### src/rtl/cwf_pkg.sv
package cwf_pkg;

  typedef enum logic {
    FILL_IDLE = 1'b0,
    FILL_RUN  = 1'b1
  } fill_state_e;

endpackage

### src/rtl/cwf_wrap_cnt.sv
// Counts WORDS steps starting at a base word index; the index wraps
// naturally because WORDS is a power of two.
module cwf_wrap_cnt #(
  parameter int WORDS = 8,
  parameter int IDX_W = $clog2(WORDS)
) (
  input  logic             clk,
  input  logic             rst_n,
  input  logic             load,
  input  logic [IDX_W-1:0] base,
  input  logic             step,
  output logic [IDX_W-1:0] idx,
  output logic             more
);

  localparam logic [IDX_W:0] CNT_END = (IDX_W+1)'(WORDS);

  logic [IDX_W:0]   cnt_q;
  logic [IDX_W-1:0] base_q;

  always_ff @(posedge clk or negedge rst_n) begin
    if (!rst_n) begin
      cnt_q  <= CNT_END;
      base_q <= '0;
    end else if (load) begin
      cnt_q  <= '0;
      base_q <= base;
    end else if (step && more) begin
      cnt_q  <= cnt_q + 1'b1;
    end
  end

  assign more = (cnt_q < CNT_END);
  assign idx  = base_q + cnt_q[IDX_W-1:0];

endmodule

### src/rtl/cwf_line_buf.sv
// Line storage with one valid bit per word.
module cwf_line_buf #(
  parameter int WORDS  = 8,
  parameter int IDX_W  = $clog2(WORDS),
  parameter int DATA_W = 32
) (
  input  logic              clk,
  input  logic              rst_n,
  input  logic              clear,
  input  logic              wr_en,
  input  logic [IDX_W-1:0]  wr_idx,
  input  logic [DATA_W-1:0] wr_data,
  input  logic [IDX_W-1:0]  rd_idx,
  output logic [DATA_W-1:0] rd_data,
  output logic [WORDS-1:0]  valid
);

  logic [DATA_W-1:0] slot [WORDS];

  for (genvar g = 0; g < WORDS; g++) begin : g_word
    logic [DATA_W-1:0] data_q;
    logic              vld_q;
    logic              hit;

    assign hit = wr_en && (wr_idx == IDX_W'(g));

    always_ff @(posedge clk) begin
      if (hit) data_q <= wr_data;
    end

    always_ff @(posedge clk or negedge rst_n) begin
      if (!rst_n)     vld_q <= 1'b0;
      else if (clear) vld_q <= 1'b0;
      else if (hit)   vld_q <= 1'b1;
    end

    assign slot[g]  = data_q;
    assign valid[g] = vld_q;
  end

  assign rd_data = slot[rd_idx];

endmodule

### src/rtl/cwf_fill_ctrl.sv
module cwf_fill_ctrl
  import cwf_pkg::*;
#(
  parameter int ADDR_W = 32,
  parameter int DATA_W = 32,
  parameter int WORDS  = 8
) (
  input  logic              clk,
  input  logic              rst_n,
  input  logic              cpu_req_valid,
  input  logic [ADDR_W-1:0] cpu_req_addr,
  output logic              cpu_req_ready,
  output logic [DATA_W-1:0] cpu_rdata,
  output logic              line_busy,
  output logic [WORDS-1:0]  word_valid,
  output logic              fill_done,
  output logic              mem_req_valid,
  input  logic              mem_req_ready,
  output logic [ADDR_W-1:0] mem_req_addr,
  input  logic              mem_rsp_valid,
  input  logic [DATA_W-1:0] mem_rsp_data
);

  localparam int BYTE_W = $clog2(DATA_W / 8);
  localparam int IDX_W  = $clog2(WORDS);
  localparam int TAG_W  = ADDR_W - IDX_W - BYTE_W;

  fill_state_e      st_q;
  logic [TAG_W-1:0] line_q;

  logic [TAG_W-1:0]  req_line;
  logic [IDX_W-1:0]  req_idx;
  logic              running;
  logic              start;
  logic              same_line;
  logic [IDX_W-1:0]  iss_idx;
  logic              iss_more;
  logic [IDX_W-1:0]  ret_idx;
  logic              ret_more;
  logic              rsp_wr;
  logic              arrive;
  logic [DATA_W-1:0] buf_data;

  assign req_line  = cpu_req_addr[ADDR_W-1 -: TAG_W];
  assign req_idx   = cpu_req_addr[BYTE_W +: IDX_W];
  assign running   = (st_q == FILL_RUN);
  assign start     = (st_q == FILL_IDLE) && cpu_req_valid;
  assign same_line = (req_line == line_q);

  // read-issue sequence: missed word first, then wrapped order
  cwf_wrap_cnt #(.WORDS(WORDS), .IDX_W(IDX_W)) u_issue (
    .clk   (clk),
    .rst_n (rst_n),
    .load  (start),
    .base  (req_idx),
    .step  (mem_req_valid && mem_req_ready),
    .idx   (iss_idx),
    .more  (iss_more)
  );

  // return sequence: responses arrive in issue order
  cwf_wrap_cnt #(.WORDS(WORDS), .IDX_W(IDX_W)) u_return (
    .clk   (clk),
    .rst_n (rst_n),
    .load  (start),
    .base  (req_idx),
    .step  (rsp_wr),
    .idx   (ret_idx),
    .more  (ret_more)
  );

  assign rsp_wr = running && mem_rsp_valid && ret_more;

  cwf_line_buf #(.WORDS(WORDS), .IDX_W(IDX_W), .DATA_W(DATA_W)) u_buf (
    .clk     (clk),
    .rst_n   (rst_n),
    .clear   (start),
    .wr_en   (rsp_wr),
    .wr_idx  (ret_idx),
    .wr_data (mem_rsp_data),
    .rd_idx  (req_idx),
    .rd_data (buf_data),
    .valid   (word_valid)
  );

  always_ff @(posedge clk or negedge rst_n) begin
    if (!rst_n) begin
      st_q   <= FILL_IDLE;
      line_q <= '0;
    end else begin
      case (st_q)
        FILL_IDLE: if (start) begin
          st_q   <= FILL_RUN;
          line_q <= req_line;
        end
        FILL_RUN:  if (!ret_more) st_q <= FILL_IDLE;
        default:   st_q <= FILL_IDLE;
      endcase
    end
  end

  assign mem_req_valid = running && iss_more;
  assign mem_req_addr  = {line_q, iss_idx, {BYTE_W{1'b0}}};

  // early restart: a word can be forwarded in its arrival cycle
  assign arrive        = rsp_wr && (ret_idx == req_idx);
  assign cpu_req_ready = running && cpu_req_valid && same_line &&
                         (word_valid[req_idx] || arrive);
  assign cpu_rdata     = word_valid[req_idx] ? buf_data : mem_rsp_data;
  assign line_busy     = running && cpu_req_valid && !same_line;
  assign fill_done     = running && !ret_more;

endmodule

### config.mk
export PLATFORM = sky130hd
export DESIGN_NAME = cwf_fill_ctrl
export DESIGN_NICKNAME = d
export VERILOG_FILES = /design/src/rtl/cwf_pkg.sv /design/src/rtl/cwf_wrap_cnt.sv /design/src/rtl/cwf_line_buf.sv /design/src/rtl/cwf_fill_ctrl.sv
export SDC_FILE = /design/constraint.sdc
export NUM_CORES = 1
export LEC_CHECK = 0
export ABC_AREA = 1
export BUFFER_PORTS_ARGS = -buffer_cell sky130_fd_sc_hd__buf_2
export CAP_MARGIN = 25
export CELL_PAD_IN_SITES_DETAIL_PLACEMENT = 1
export CELL_PAD_IN_SITES_GLOBAL_PLACEMENT = 2
export CORE_ASPECT_RATIO = 0.8
export CORE_MARGIN = 2
export CORE_UTILIZATION = 35
export CTS_CLUSTER_SIZE = 28
export DETAILED_ROUTE_END_ITERATION = 10
export PLACE_DENSITY_LB_ADDON = 0.1
export REMOVE_ABC_BUFFERS = 1
export SLEW_MARGIN = 20
export SYNTH_ARGS = -nofsm -noshare
export SYNTH_HDL_FRONTEND = slang
export SYNTH_SLANG_ARGS = --single-unit
export TNS_END_PERCENT = 30
### constraint.sdc
create_clock -name clk -period 3.35 [get_ports clk]
set_input_delay 0.1675 -clock clk [delete_from_list [all_inputs] [get_ports clk]]
set_output_delay 0.1675 -clock clk [all_outputs]
set_load 0.02 [all_outputs]
==> impl_metrics.py <==
metrics = {
    "setup_path": {
        "cp_num_buf_inv": 3,
        "critical_path_required_ns": 3.18,
        "path_depth": 11,
        "crit_family": "adder cells",
        "crit_end": "cpu_req_ready",
        "critPathMaxFanout": 4,
        "r2r_start": "u_return.base_q[0]$_DFFE_PN0P_",
        "arrival_ns": 2.55,
        "cp-end-kind": "output port",
        "r2r_cells": 7,
        "crit_type": "reg -> out",
        "cp-start-kind": "flip-flop",
        "crit_path_top_delay_cell": "fa_1",
        "reg2reg_to": "u_buf.g_word[2].data_q[5]$_DFFE_PP_",
        "r2r_slack_ns": 0.69,
        "crit_path_cell_trace": "ha_1 -> inv_1 -> fa_1 -> xor2_1 -> nand2_1 -> nor2_1 -> nand3_1 -> nand2_1 -> inv_1 -> nor2_1 -> buf_2",
        "max_stage_delay_ns": 0.57,
        "crit_path_start": "u_return.base_q[0]$_DFFE_PN0P_",
    },
    "timing": {
        "setup_slack_ns": 0.6296,
        "rsz0062_at_grt": "no",
        "hold_violations": 0,
        "final.min_clock_period_ns": 2.720,
        "tns_ns": 0,
        "slew_headroom_pct": 36.88,
        "worst_slew_pin_slew_ns": 0.9468,
        "fin_crit_sh_pct": 81.21,
        "fmax_mhz": 367.6,
        "slew_violations": 0,
        "skew_ns": 0.01514,
        "final-setup-viol-count": 0,
    },
    "detailed_routing": {
        "wl_met3_um": 1102,
        "wl_met1_um": 16990,
        "first_iter_violations": 463,
        "met2_length_um": 16580,
        "ant_nets": 0,
        "top_layer": "met4",
        "wl_per_cell_um": 18.67,
        "num_vias": 9171,
        "drc_errors": 0,
        "wirelength_um": 35340,
        "first_pass_iters": 4,
        "avgViaCountPerCell": 4.845,
    },
    "placement": {
        "place_congestion": 0.7236,
        "portBuffers": 140,
        "pre_cts_slack_ns": 0.6639,
        "post-place-cells": 1771,
        "hpwl_um": 19610,
    },
    "floorplanning": {
        "dieArea_sq_um": 38390,
        "start_util_pct": 35.73,
        "dieHeight_um": 175.6,
        "coreArea_sq_um": 36070,
        "pin_count": 145,
        "chipWidth_um": 218.6,
        "rows": 62,
    },
    "global_routing": {
        "grt_pass1_vias": 9591,
        "grt-ovfl-total": 0,
        "grt_max_degree": 80,
        "grt_antenna_before_repair": 0,
        "grtUsageTotal_pct": 18.75,
        "grt_pass1_wl_um": 55290,
    },
    "cells_and_area": {
        "post-route-util_pct": 43.96,
        "drive_above_1_share_pct": 15.64,
        "syn2layout_area_growth_pct": 23.02,
        "diodes": 0,
        "final_cells": 1893,
        "nets": 1462,
    },
    "clock_network": {
        "cts_max_path_buffers": 3,
        "cts_inserted_buffers": 34,
        "worstSkewPairLatency_ns": 0.52,
        "cts_tree": "yes",
        "cts-root-buf": "clkbuf_16",
        "clkSinkCount": 303,
        "clk_pin_slew_worst_paths_ns": 0.06,
        "htree_levels": 2,
        "ctsResizeCount": 0,
        "postCtsSetupBuffers": 0,
    },
    "min_path": {
        "hold_path.class": "in -> reg",
    },
    "synthesis": {
        "synth_area_sq_um": 12890,
        "synthCells": 1201,
        "synth_warnings": 0,
        "yosysSeqAreaShare_pct": 68.78,
        "synth_seq_cells": 303,
        "avgSynthCellArea_sq_um": 10.73,
        "ys_types": 28,
    },
    "power_and_ir_drop": {
        "finalPower_mw": 12.62,
        "ir_worst_vdd_v": 0.0003416,
        "powerDensity_nw_per_um2": 796.0,
        "p_leak_nw": 6.229,
    },
    "job": {
        "drv_cap": 0,
    },
    "outcome": {
        "outcome": "finished clean",
    },
}
## sequential cells by signal, summed over array words and instances (netlist names)
name	count
u_buf.g_word.vld_q	8
u_buf.g_word.data_q	256
u_issue.cnt_q	4
u_return.cnt_q	4
line_q	27
u_return.base_q	3
running	1
## power by group
part	total [mW]	internal, mW	leakage [nW]	switching [mW]
Clock	4.11	2.55	0.591	1.56
Sequential	5.47	5.12	2.90	0.345
Combinational	3.05	0.926	2.74	2.12
Total	12.6	8.60	6.23	4.03
## layout by cell type (no fill, tap or decap), types with 21 or more instances in the layout
cell	synthesis	final
nand2_1	196	196
nand3_1	101	101
nor2_1	285	285
o21ai_0	142	142
clkbuf_16	0	37
inv_1	44	39
buf_2	28	139
dfrtp_1	45	45
edfxtp_1	256	256
dlygate4sd3_1	0	60
xnor2_1	21	21
## metal layers
metal  track usage, %  vias up
met1            26.05     4575
met4            5.017        0
met5                0        -
li1                 -     4432
met2            30.85      121
met3            2.615       43
## area by class of cell
type	count	area, sq um
Multi-Input combinational cell	778	3471
Clock buffer	38	929.6
Sequential cell	303	8866
Tap cell	480	600.6
Inverter	48	181.4
Timing Repair Buffer	222	1506
Fill cell	3961	20210
Clock inverter	24	302.8
## cells by family (layout without fill, tap and decap cells)
kind of cell / count (synthesis) / count (layout) / share of synthesized area [%]
other cells: 1 / 2 / 0.02909
compound gates: 159 / 159 / 6.319
buf+inv: 121 / 332 / 4.378
simple gates: 586 / 586 / 18.09
xor+xnor: 25 / 25 / 1.699
flops: 303 / 303 / 68.78
fa+ha+maj: 6 / 6 / 0.6989
## timing repair
action,4_1_cts,5_1_grt
endpoints found under the setup margin,0,0
hold endpoints to repair,310,0
hold buffers,60,0
## through the flow
| step | area (sq um) | hold WS (ns) |
|---|---|---|
| finish | 15860 | 0.05386 |
| global route | 15860 | 0.06361 |
| CTS | 15860 | 0.02598 |
| detailed placement | 14020 | 0.2572 |
| global placement | 14020 | 0.2631 |
| floorplan | 12510 | -0.1281 |
## how the worst min path moves through the flow
stage / cells past startpoint / slack [ns] / endpoint / from
5_1_grt: 3 / 0.06 / u_issue.cnt_q[0]$_DFFE_PN0P_ / mem_req_ready
6_report: 3 / 0.05 / u_issue.cnt_q[1]$_DFFE_PN0P_ / mem_req_ready
4_1_cts: 3 / 0.03 / u_issue.cnt_q[1]$_DFFE_PN0P_ / mem_req_ready
3_3_place_gp: 1 / 0.26 / line_q[25]$_DFFE_PN0P_ / rst_n
2_1_floorplan: 0 / -0.13 / line_q[0]$_DFFE_PN0P_ / rst_n
3_5_place_dp: 1 / 0.26 / line_q[25]$_DFFE_PN0P_ / rst_n
## worst reg2reg max path, delay by kind of cell (launching register included)
kind                     cells  cell delay [ns]
adder cells (fa/ha/maj)      2             0.69
AND/OR/NAND/NOR              2             0.37
flip-flops                   1             0.42
buffers and inverters        3             0.81
## Yosys cell counts
cell type	count	share of area, %
dfrtp_1	45	8.7
buf_4	14	0.82
o21ai_2	1	0.068
clkbuf_1	27	0.79
nand3_1	101	3.9
a21oi_1	9	0.35
nand2_1	196	5.7
a211oi_1	1	0.058
nor2_1	285	8.3
dfstp_2	2	0.41
o31ai_1	1	0.058
edfxtp_1	256	60
inv_1	44	1.3
buf_6	3	0.26
a31oi_1	2	0.097
xnor2_1	21	1.4
buf_1	1	0.029
nand4_1	1	0.049
fa_1	2	0.31
conb_1	1	0.029
nor3_1	3	0.12
clkinv_1	1	0.029
buf_2	28	1.1
inv_2	3	0.087
xor2_1	4	0.27
o211ai_1	3	0.17
ha_1	4	0.39
o21ai_0	142	5.5
No activity file was read; power rests on OpenSTA's default activity.
